--- config.mk ---
export PLATFORM = sky130hd
export DESIGN_NAME = cfg_i2c_slave
export DESIGN_NICKNAME = d
export VERILOG_FILES = /design/src/rtl/cfgi2c_pkg.sv /design/src/rtl/i2c_line_sync.sv /design/src/rtl/cfg_reg_bank.sv /design/src/rtl/cfg_bus_fsm.sv /design/src/rtl/cfg_i2c_slave.sv
export SDC_FILE = /design/constraint.sdc
export NUM_CORES = 1
export LEC_CHECK = 0
export ABC_CLOCK_PERIOD_IN_PS = 3610
export BUFFER_PORTS_ARGS = -buffer_cell sky130_fd_sc_hd__clkbuf_2
export CAP_MARGIN = 20
export CORE_MARGIN = 4
export CORE_UTILIZATION = 45
export CTS_CLUSTER_DIAMETER = 100
export DETAILED_ROUTE_END_ITERATION = 10
export GPL_TIMING_DRIVEN = 0
export PLACE_DENSITY = 0.74
export SYNTH_ARGS = -nofsm -noshare
export SYNTH_HDL_FRONTEND = slang
export SYNTH_HIERARCHICAL = 1
export SYNTH_SLANG_ARGS = --single-unit
export TNS_END_PERCENT = 5
--- constraint.sdc ---
create_clock -name clk -period 3.61 [get_ports clk]
set_clock_uncertainty 0.1 [all_clocks]
set_input_delay 0.722 -clock clk [delete_from_list [all_inputs] [get_ports clk]]
set_output_delay 0.722 -clock clk [all_outputs]
set_load 0.05 [all_outputs]
--- src/rtl/cfgi2c_pkg.sv ---
package cfgi2c_pkg;
    typedef enum logic [2:0] {
        ST_IDLE,
        ST_ADDR,
        ST_ADDR_ACK,
        ST_WR_BYTE,
        ST_WR_ACK,
        ST_RD_BYTE,
        ST_RD_ACK
    } bus_state_e;
endpackage

--- src/rtl/i2c_line_sync.sv ---
module i2c_line_sync #(
    parameter int SYNC_N = 2
) (
    input  logic clk,
    input  logic rst_n,
    input  logic scl_i,
    input  logic sda_i,
    input  logic mask,
    output logic scl_lvl,
    output logic sda_lvl,
    output logic ev_rise,
    output logic ev_fall,
    output logic ev_start,
    output logic ev_stop
);
    logic [SYNC_N-1:0] scl_sh, sda_sh;
    logic              scl_prev, sda_prev;

    always_ff @(posedge clk or negedge rst_n) begin
        if (!rst_n) begin
            scl_sh   <= '1;
            sda_sh   <= '1;
            scl_prev <= 1'b1;
            sda_prev <= 1'b1;
        end else begin
            scl_sh   <= {scl_sh[SYNC_N-2:0], scl_i};
            sda_sh   <= {sda_sh[SYNC_N-2:0], sda_i};
            scl_prev <= scl_sh[SYNC_N-1];
            sda_prev <= sda_sh[SYNC_N-1];
        end
    end

    assign scl_lvl  = scl_sh[SYNC_N-1];
    assign sda_lvl  = sda_sh[SYNC_N-1];
    assign ev_rise  = !mask && scl_lvl && !scl_prev;
    assign ev_fall  = !mask && !scl_lvl && scl_prev;
    assign ev_start = !mask && scl_lvl && scl_prev && sda_prev && !sda_lvl;
    assign ev_stop  = !mask && scl_lvl && scl_prev && !sda_prev && sda_lvl;
endmodule

--- src/rtl/cfg_reg_bank.sv ---
module cfg_reg_bank #(
    parameter int NREGS = 7,
    parameter int DW    = 8,
    localparam int IDX_W = $clog2(NREGS + 1)
) (
    input  logic                clk,
    input  logic                rst_n,
    input  logic                wr_en,
    input  logic [IDX_W-1:0]    wr_idx,
    input  logic [DW-1:0]       wr_data,
    input  logic [IDX_W-1:0]    rd_idx,
    output logic [DW-1:0]       rd_data,
    output logic [NREGS*DW-1:0] regs_flat
);
    for (genvar g = 0; g < NREGS; g++) begin : g_reg
        localparam logic [DW-1:0] RST_VAL = (g == 0) ? '0 : '1;
        logic [DW-1:0] q;
        always_ff @(posedge clk or negedge rst_n) begin
            if (!rst_n)
                q <= RST_VAL;
            else if (wr_en && wr_idx == IDX_W'(g))
                q <= wr_data;
        end
        assign regs_flat[g*DW +: DW] = q;
    end

    always_comb begin
        rd_data = '1;
        for (int i = 0; i < NREGS; i++)
            if (rd_idx == IDX_W'(i)) rd_data = regs_flat[i*DW +: DW];
    end
endmodule

--- src/rtl/cfg_bus_fsm.sv ---
module cfg_bus_fsm
    import cfgi2c_pkg::*;
#(
    parameter int          NREGS = 7,
    parameter int          DW    = 8,
    parameter logic [6:0]  DEV_ADDR = 7'h69,
    localparam int IDX_W = $clog2(NREGS + 1),
    localparam int BN_W  = $clog2(NREGS + 3) + 1,
    localparam int BC_W  = $clog2(DW + 1)
) (
    input  logic             clk,
    input  logic             rst_n,
    input  logic             pwr_dn,
    input  logic             sda_lvl,
    input  logic             ev_rise,
    input  logic             ev_fall,
    input  logic             ev_start,
    input  logic             ev_stop,
    input  logic [DW-1:0]    rd_data,
    output logic             sda_pull,
    output logic             wr_en,
    output logic [IDX_W-1:0] wr_idx,
    output logic [DW-1:0]    wr_data,
    output logic [IDX_W-1:0] rd_idx
);
    bus_state_e       state, nxt;
    logic [BC_W-1:0]  bit_cnt;
    logic [BN_W-1:0]  byte_no;
    logic [DW-1:0]    rx_sh, tx_sh;
    logic             rw_q;
    logic             byte_end;

    assign byte_end = ev_fall && (bit_cnt == BC_W'(DW));

    // next state
    always_comb begin
        nxt = state;
        if (pwr_dn)        nxt = ST_IDLE;
        else if (ev_start) nxt = ST_ADDR;
        else if (ev_stop)  nxt = ST_IDLE;
        else begin
            unique case (state)
                ST_IDLE:     nxt = ST_IDLE;
                ST_ADDR:     if (byte_end)
                                 nxt = (rx_sh[DW-1:1] == DEV_ADDR) ? ST_ADDR_ACK : ST_IDLE;
                ST_ADDR_ACK: if (ev_fall) nxt = rw_q ? ST_RD_BYTE : ST_WR_BYTE;
                ST_WR_BYTE:  if (byte_end) nxt = ST_WR_ACK;
                ST_WR_ACK:   if (ev_fall) nxt = ST_WR_BYTE;
                ST_RD_BYTE:  if (byte_end) nxt = ST_RD_ACK;
                ST_RD_ACK:   if (ev_rise && sda_lvl) nxt = ST_IDLE;
                             else if (ev_fall) nxt = ST_RD_BYTE;
                default:     nxt = ST_IDLE;
            endcase
        end
    end

    // state register
    always_ff @(posedge clk or negedge rst_n) begin
        if (!rst_n) state <= ST_IDLE;
        else        state <= nxt;
    end

    // datapath
    always_ff @(posedge clk or negedge rst_n) begin
        if (!rst_n) begin
            bit_cnt <= '0;
            byte_no <= '0;
            rx_sh   <= '0;
            tx_sh   <= '1;
            rw_q    <= 1'b0;
            rd_idx  <= '0;
        end else if (pwr_dn || ev_start) begin
            bit_cnt <= '0;
            byte_no <= '0;
            rd_idx  <= '0;
            tx_sh   <= '1;
        end else begin
            unique case (state)
                ST_ADDR, ST_WR_BYTE: begin
                    if (ev_rise) begin
                        rx_sh   <= {rx_sh[DW-2:0], sda_lvl};
                        bit_cnt <= bit_cnt + 1'b1;
                    end
                    if (byte_end && state == ST_ADDR) rw_q <= rx_sh[0];
                    if (byte_end && state == ST_WR_BYTE && byte_no != '1)
                        byte_no <= byte_no + 1'b1;
                end
                ST_ADDR_ACK: if (ev_fall) begin
                    bit_cnt <= '0;
                    tx_sh   <= rd_data;
                end
                ST_WR_ACK: if (ev_fall) bit_cnt <= '0;
                ST_RD_BYTE: begin
                    if (ev_rise) bit_cnt <= bit_cnt + 1'b1;
                    if (byte_end) begin
                        tx_sh <= '1;
                        if (rd_idx != IDX_W'(NREGS)) rd_idx <= rd_idx + 1'b1;
                    end else if (ev_fall) begin
                        tx_sh <= {tx_sh[DW-2:0], 1'b1};
                    end
                end
                ST_RD_ACK: if (ev_fall) begin
                    bit_cnt <= '0;
                    tx_sh   <= rd_data;
                end
                default: ;
            endcase
        end
    end

    // outputs
    always_comb begin
        unique case (state)
            ST_ADDR_ACK, ST_WR_ACK: sda_pull = 1'b1;
            ST_RD_BYTE:             sda_pull = !tx_sh[DW-1];
            default:                sda_pull = 1'b0;
        endcase
        wr_en   = (state == ST_WR_BYTE) && byte_end && !pwr_dn
                  && (byte_no >= BN_W'(2)) && (byte_no < BN_W'(NREGS + 2));
        wr_idx  = IDX_W'(byte_no - BN_W'(2));
        wr_data = rx_sh;
    end
endmodule

--- src/rtl/cfg_i2c_slave.sv ---
module cfg_i2c_slave #(
    parameter int NREGS = 7,
    parameter int DW    = 8,
    localparam int IDX_W = $clog2(NREGS + 1)
) (
    input  logic                clk,
    input  logic                rst_n,
    input  logic                scl_i,
    input  logic                sda_i,
    input  logic                pwr_dn,
    output logic                sda_pull,
    output logic [NREGS*DW-1:0] regs_o,
    output logic                ss_narrow,
    output logic [2:0]          freq_code,
    output logic                freq_from_reg,
    output logic                ss_down,
    output logic                ss_on,
    output logic                hiz_all
);
    logic scl_lvl, sda_lvl, ev_rise, ev_fall, ev_start, ev_stop;
    logic wr_en;
    logic [IDX_W-1:0] wr_idx, rd_idx;
    logic [DW-1:0]    wr_data, rd_data;

    i2c_line_sync #(.SYNC_N(2)) u_sync (
        .clk(clk), .rst_n(rst_n), .scl_i(scl_i), .sda_i(sda_i), .mask(pwr_dn),
        .scl_lvl(scl_lvl), .sda_lvl(sda_lvl), .ev_rise(ev_rise), .ev_fall(ev_fall),
        .ev_start(ev_start), .ev_stop(ev_stop)
    );

    cfg_bus_fsm #(.NREGS(NREGS), .DW(DW)) u_fsm (
        .clk(clk), .rst_n(rst_n), .pwr_dn(pwr_dn), .sda_lvl(sda_lvl),
        .ev_rise(ev_rise), .ev_fall(ev_fall), .ev_start(ev_start), .ev_stop(ev_stop),
        .rd_data(rd_data), .sda_pull(sda_pull), .wr_en(wr_en), .wr_idx(wr_idx),
        .wr_data(wr_data), .rd_idx(rd_idx)
    );

    cfg_reg_bank #(.NREGS(NREGS), .DW(DW)) u_bank (
        .clk(clk), .rst_n(rst_n), .wr_en(wr_en), .wr_idx(wr_idx), .wr_data(wr_data),
        .rd_idx(rd_idx), .rd_data(rd_data), .regs_flat(regs_o)
    );

    // register 0 field decode
    assign ss_narrow     = regs_o[7];
    assign freq_code     = regs_o[6:4];
    assign freq_from_reg = regs_o[3];
    assign ss_down       = regs_o[2];
    assign ss_on         = regs_o[1];
    assign hiz_all       = regs_o[0];
endmodule

==> summary.md <==
| Metric | Value |
|---|---|
| Outcome | finished, final reports clean |
| Initial DRC count | slightly above 200 |
| Synth Cell Area | roughly 5000 sq um |
| Worst-Skew Late Latency | 0.38 ns |
| Final Non-Filler Cells | about 620 |
| Root buffer cell | clkbuf_8 |
| Critical Path Max Stage Delay | approximately 0.63 ns |
| Crit path DAT | 3.60 ns |
| Final Critical Period | around 3.4 ns |
| Vias post-DR | about 3600 |
| WL/cell | 19.0 um |
| Initial antenna violation count | 0 |
| CP Max Fanout | 8 |
| Seq/Total Area, Yosys | 50.1% |
| Syn_nets | slightly above 400 |
| WHS | around 0.23 ns |
| Height of the die | between 100 and 150 um |
| Layout cell share with drive strength beyond 1 | between 50% and 60% |
| R2r endpoint | u_bank/g_reg[1].q[6]$_DFFE_PN1P_ |
| Synthesized flop and latch total | 94 |
| IO Count | 70 |
| Reg2reg setup slack | around 0.22 ns |
| Reg2reg start | u_sync/scl_prev$_DFF_PN1_ |
| PwrDens | between 300 and 400 nW/um^2 |
| Initial Utilization | a little under half |
| H-Tree Depth | 3 |
| Post-CTS setup buffer count | 0 |
| Most frequent cells in the layout | mux2_2, clkbuf_2, dfstp_2 |
| DR vias/cell | around 5.7 |
| Worst slew pin tran | just over 0.7 ns |
| Clock-pin slew on the worst setup and hold paths | 0.11 ns |
| PortBufs | between 60 and 70 |
| CP startpoint kind | flop |
| Slowest CP cell | nor3b_4 |
| DP Wirelength | around 8.2 mm |
| R2r worst-path depth | 8 |
| CP Capture Type | flop |
| Pin count of the biggest net entering global routing | 60 |
| DRT antenna net count | 0 |
| Busiest layer in global routing | met2 |
| CP top delay family | simple AND/OR/NAND/NOR gates |
| CTS sink count | 94 |
| Num rows | 37 |
| Async set or reset register ratio after synthesis | between 90% and 100% |
| Yosys cell types | just under 60 |
| Nets | around 490 |
| Global-route wire length before repair | 19.4 mm |
| Max Slew Vio Count | 0 |
| Final WL | roughly 12 mm |
| Worst hold path class | in2async |
| # diodes | 0 |
| Final setup vio count | 0 |
| Cells after DPL | 603 |
| Overall Power | about 1.8 mW |
| Unrepaired setup endpoints after global routing | false |
| MaxCap Viol Count | 0 |
| Fillers | slightly above 900 |
| CP cell instances | nor3b_1 > and4b_1 > buf_6 > and2_1 > and4_1 > nand2b_4 > nor3b_4 > mux2_2 |
| Slew margin rel. | between 50% and 60% |
| Synth Area per Inst | between 10 and 15 sq um |
| Routability cong. | about 0.86 |
| Total CTS buffers | 9 |
| Die width | 112 um |
| Die area | approximately 13000 sq um |
| # resized after CTS | 0 |
| Layout area overhead | 15.1% |
| Vias in the first global route | 3700 |
| CTS tree | done |
| Hold buffer count at cts | 0 |
| Overall routing resource usage | between 15 and 20% |
| Drt drc | 0 |
| Yosys warns | 6 |
| Met3 Use GR | a little over 4% |
| Grt ovf | 0 |
| Number of synthesized flops with an enable pin | 0 |
| P_leak | 2.57 nW |
| Fin crit share | a little over nine tenths |
| Hold Fails Final Rpt | 0 |
| Top_reg_cell synth | dfstp_2 |
| DR pass1 iterations | 5 |
| Crit Path Class | reg2reg |
| M2 GR Usage | a little under a third |
| Core region area | between 10000 and 15000 sq um |
| GR Util met1 | roughly a quarter |
| Most common cell after layout, fill and taps aside | mux2_2 |
| Max frequency | about 290 MHz |
| Max rail drop VDD | 0.219 mV |
| Post-Synthesis Cells | just under 400 |
| Maximum buffer depth of the clock tree | 2 |
| Worst Path Buf+Inv | 1 |
| CP required | 3.82 ns |
==> final cells by class <==
class	instances	area [sq um]	share of cell area [%]
inverters	13	48.8	0.873
multi-input cells	262	2210	39.6
clock inverters	7	65.1	1.16
flip-flops and latches	94	2430	43.5
well taps	136	170	3.04
plain buffers	28	165	2.95
clock buffers	9	124	2.22
repair buffers	70	375	6.72
==> routing by layer <==
| layer | vias up | share of wire [%] | wire length, um |
|---|---|---|---|
| met4 | 0 | 2.0 | 235 |
| li1 | 1599 | - | - |
| met5 | - | 0 | 0 |
| met1 | 1798 | 44 | 5140 |
| met3 | 23 | 6.5 | 762 |
| met2 | 136 | 48 | 5630 |
==> worst max path at each step <==
stage | from | to | slack, ns | cells after the start
2_1_floorplan | pwr_dn | u_bank/g_reg[1].q[0]$_DFFE_PN1P_ | 0.71 | 8
3_3_place_gp | pwr_dn | u_bank/g_reg[1].q[5]$_DFFE_PN1P_ | -0.04 | 9
3_5_place_dp | pwr_dn | u_bank/g_reg[1].q[6]$_DFFE_PN1P_ | -0.09 | 9
4_1_cts | u_sync/scl_prev$_DFF_PN1_ | u_bank/g_reg[1].q[6]$_DFFE_PN1P_ | 0.26 | 8
5_1_grt | u_sync/scl_prev$_DFF_PN1_ | u_bank/g_reg[6].q[3]$_DFFE_PN1P_ | 0.06 | 7
6_report | u_sync/scl_prev$_DFF_PN1_ | u_bank/g_reg[1].q[6]$_DFFE_PN1P_ | 0.22 | 8
==> state kept, by name, indices dropped and copies added, names as in the netlist <==
register / flops
u_bank/g.q: 56
u_fsm/tx_sh: 8
u_fsm/wr_data: 8
u_fsm/byte_no: 5
u_fsm/bit_cnt: 4
u_fsm/rd_idx: 3
u_fsm/state: 3
u_sync/scl_sh: 2
u_sync/sda_sh: 2
u_fsm/rw_q: 1
u_sync/scl_prev: 1
u_sync/sda_prev: 1
==> synthesized netlist by cell type (2+ instances only) <==
cell type   n  area (sq um)
nor3_1      3          15.0
dfrtp_1    32           801
o22ai_1    26           163
mux2i_1     8          80.1
clkbuf_1    4          15.0
a2bb2oi_1   7          61.3
nand3_1     4          20.0
and2_1      2          12.5
a21o_1      3          22.5
mux2_2     77           867
or3_1       3          18.8
o21ba_2     2          20.0
nand2_1    18          67.6
buf_2      12          60.1
nor2_1     27           101
o2bb2ai_1   2          17.5
nor3_4      3          48.8
nor4b_1     2          17.5
nor3b_4     2          37.5
o21ai_0     6          30.0
inv_1      13          48.8
o31ai_1     3          22.5
xnor2_1     2          17.5
nor3b_1     4          30.0
mux4_2      2          45.0
nand4b_1    4          35.0
nand2b_1    6          37.5
nor3b_2     2          25.0
dfstp_2    62          1630
a21oi_1    10          50.1
ha_1       10           125
buf_4      10          75.1
==> power breakdown <==
group | total (mW) | internal (mW) | switching [mW]
clock | 0.674 | 0.264 | 0.410
sequential | 1.07 | 1.06 | 0.00728
combinational | 0.0507 | 0.0156 | 0.0350
==> cell families after synthesis <==
group           synth area share, %
compound gates                 9.74
xor+xnor                      0.541
fa+ha+maj                      2.58
buf+inv                        4.41
flops                          50.1
mux                            20.4
simple gates                   12.2
==> worst reg2reg max path, stage by stage, from the launching register on <==
cell and delay [ns]:
dfstp_2 0.57, nor3b_1 0.49, and4b_1 0.31, buf_6 0.14
and2_1 0.19, and4_1 0.36, nand2b_4 0.12, nor3b_4 0.63
mux2_2 0.42
==> per-stage QoR <==
stage,TNS (ns),setup slack (ns),area (sq um),utilization [%]
global placement,-0.922,-0.0410,5370,51.6
detailed placement,-1.50,-0.0867,5400,51.8
finish,0,0.218,5590,53.7
global route,0,0.0617,5590,53.7
CTS,0,0.258,5590,53.7
floorplan,0,0.713,4850,-
Power figures use the tool's default switching activity.
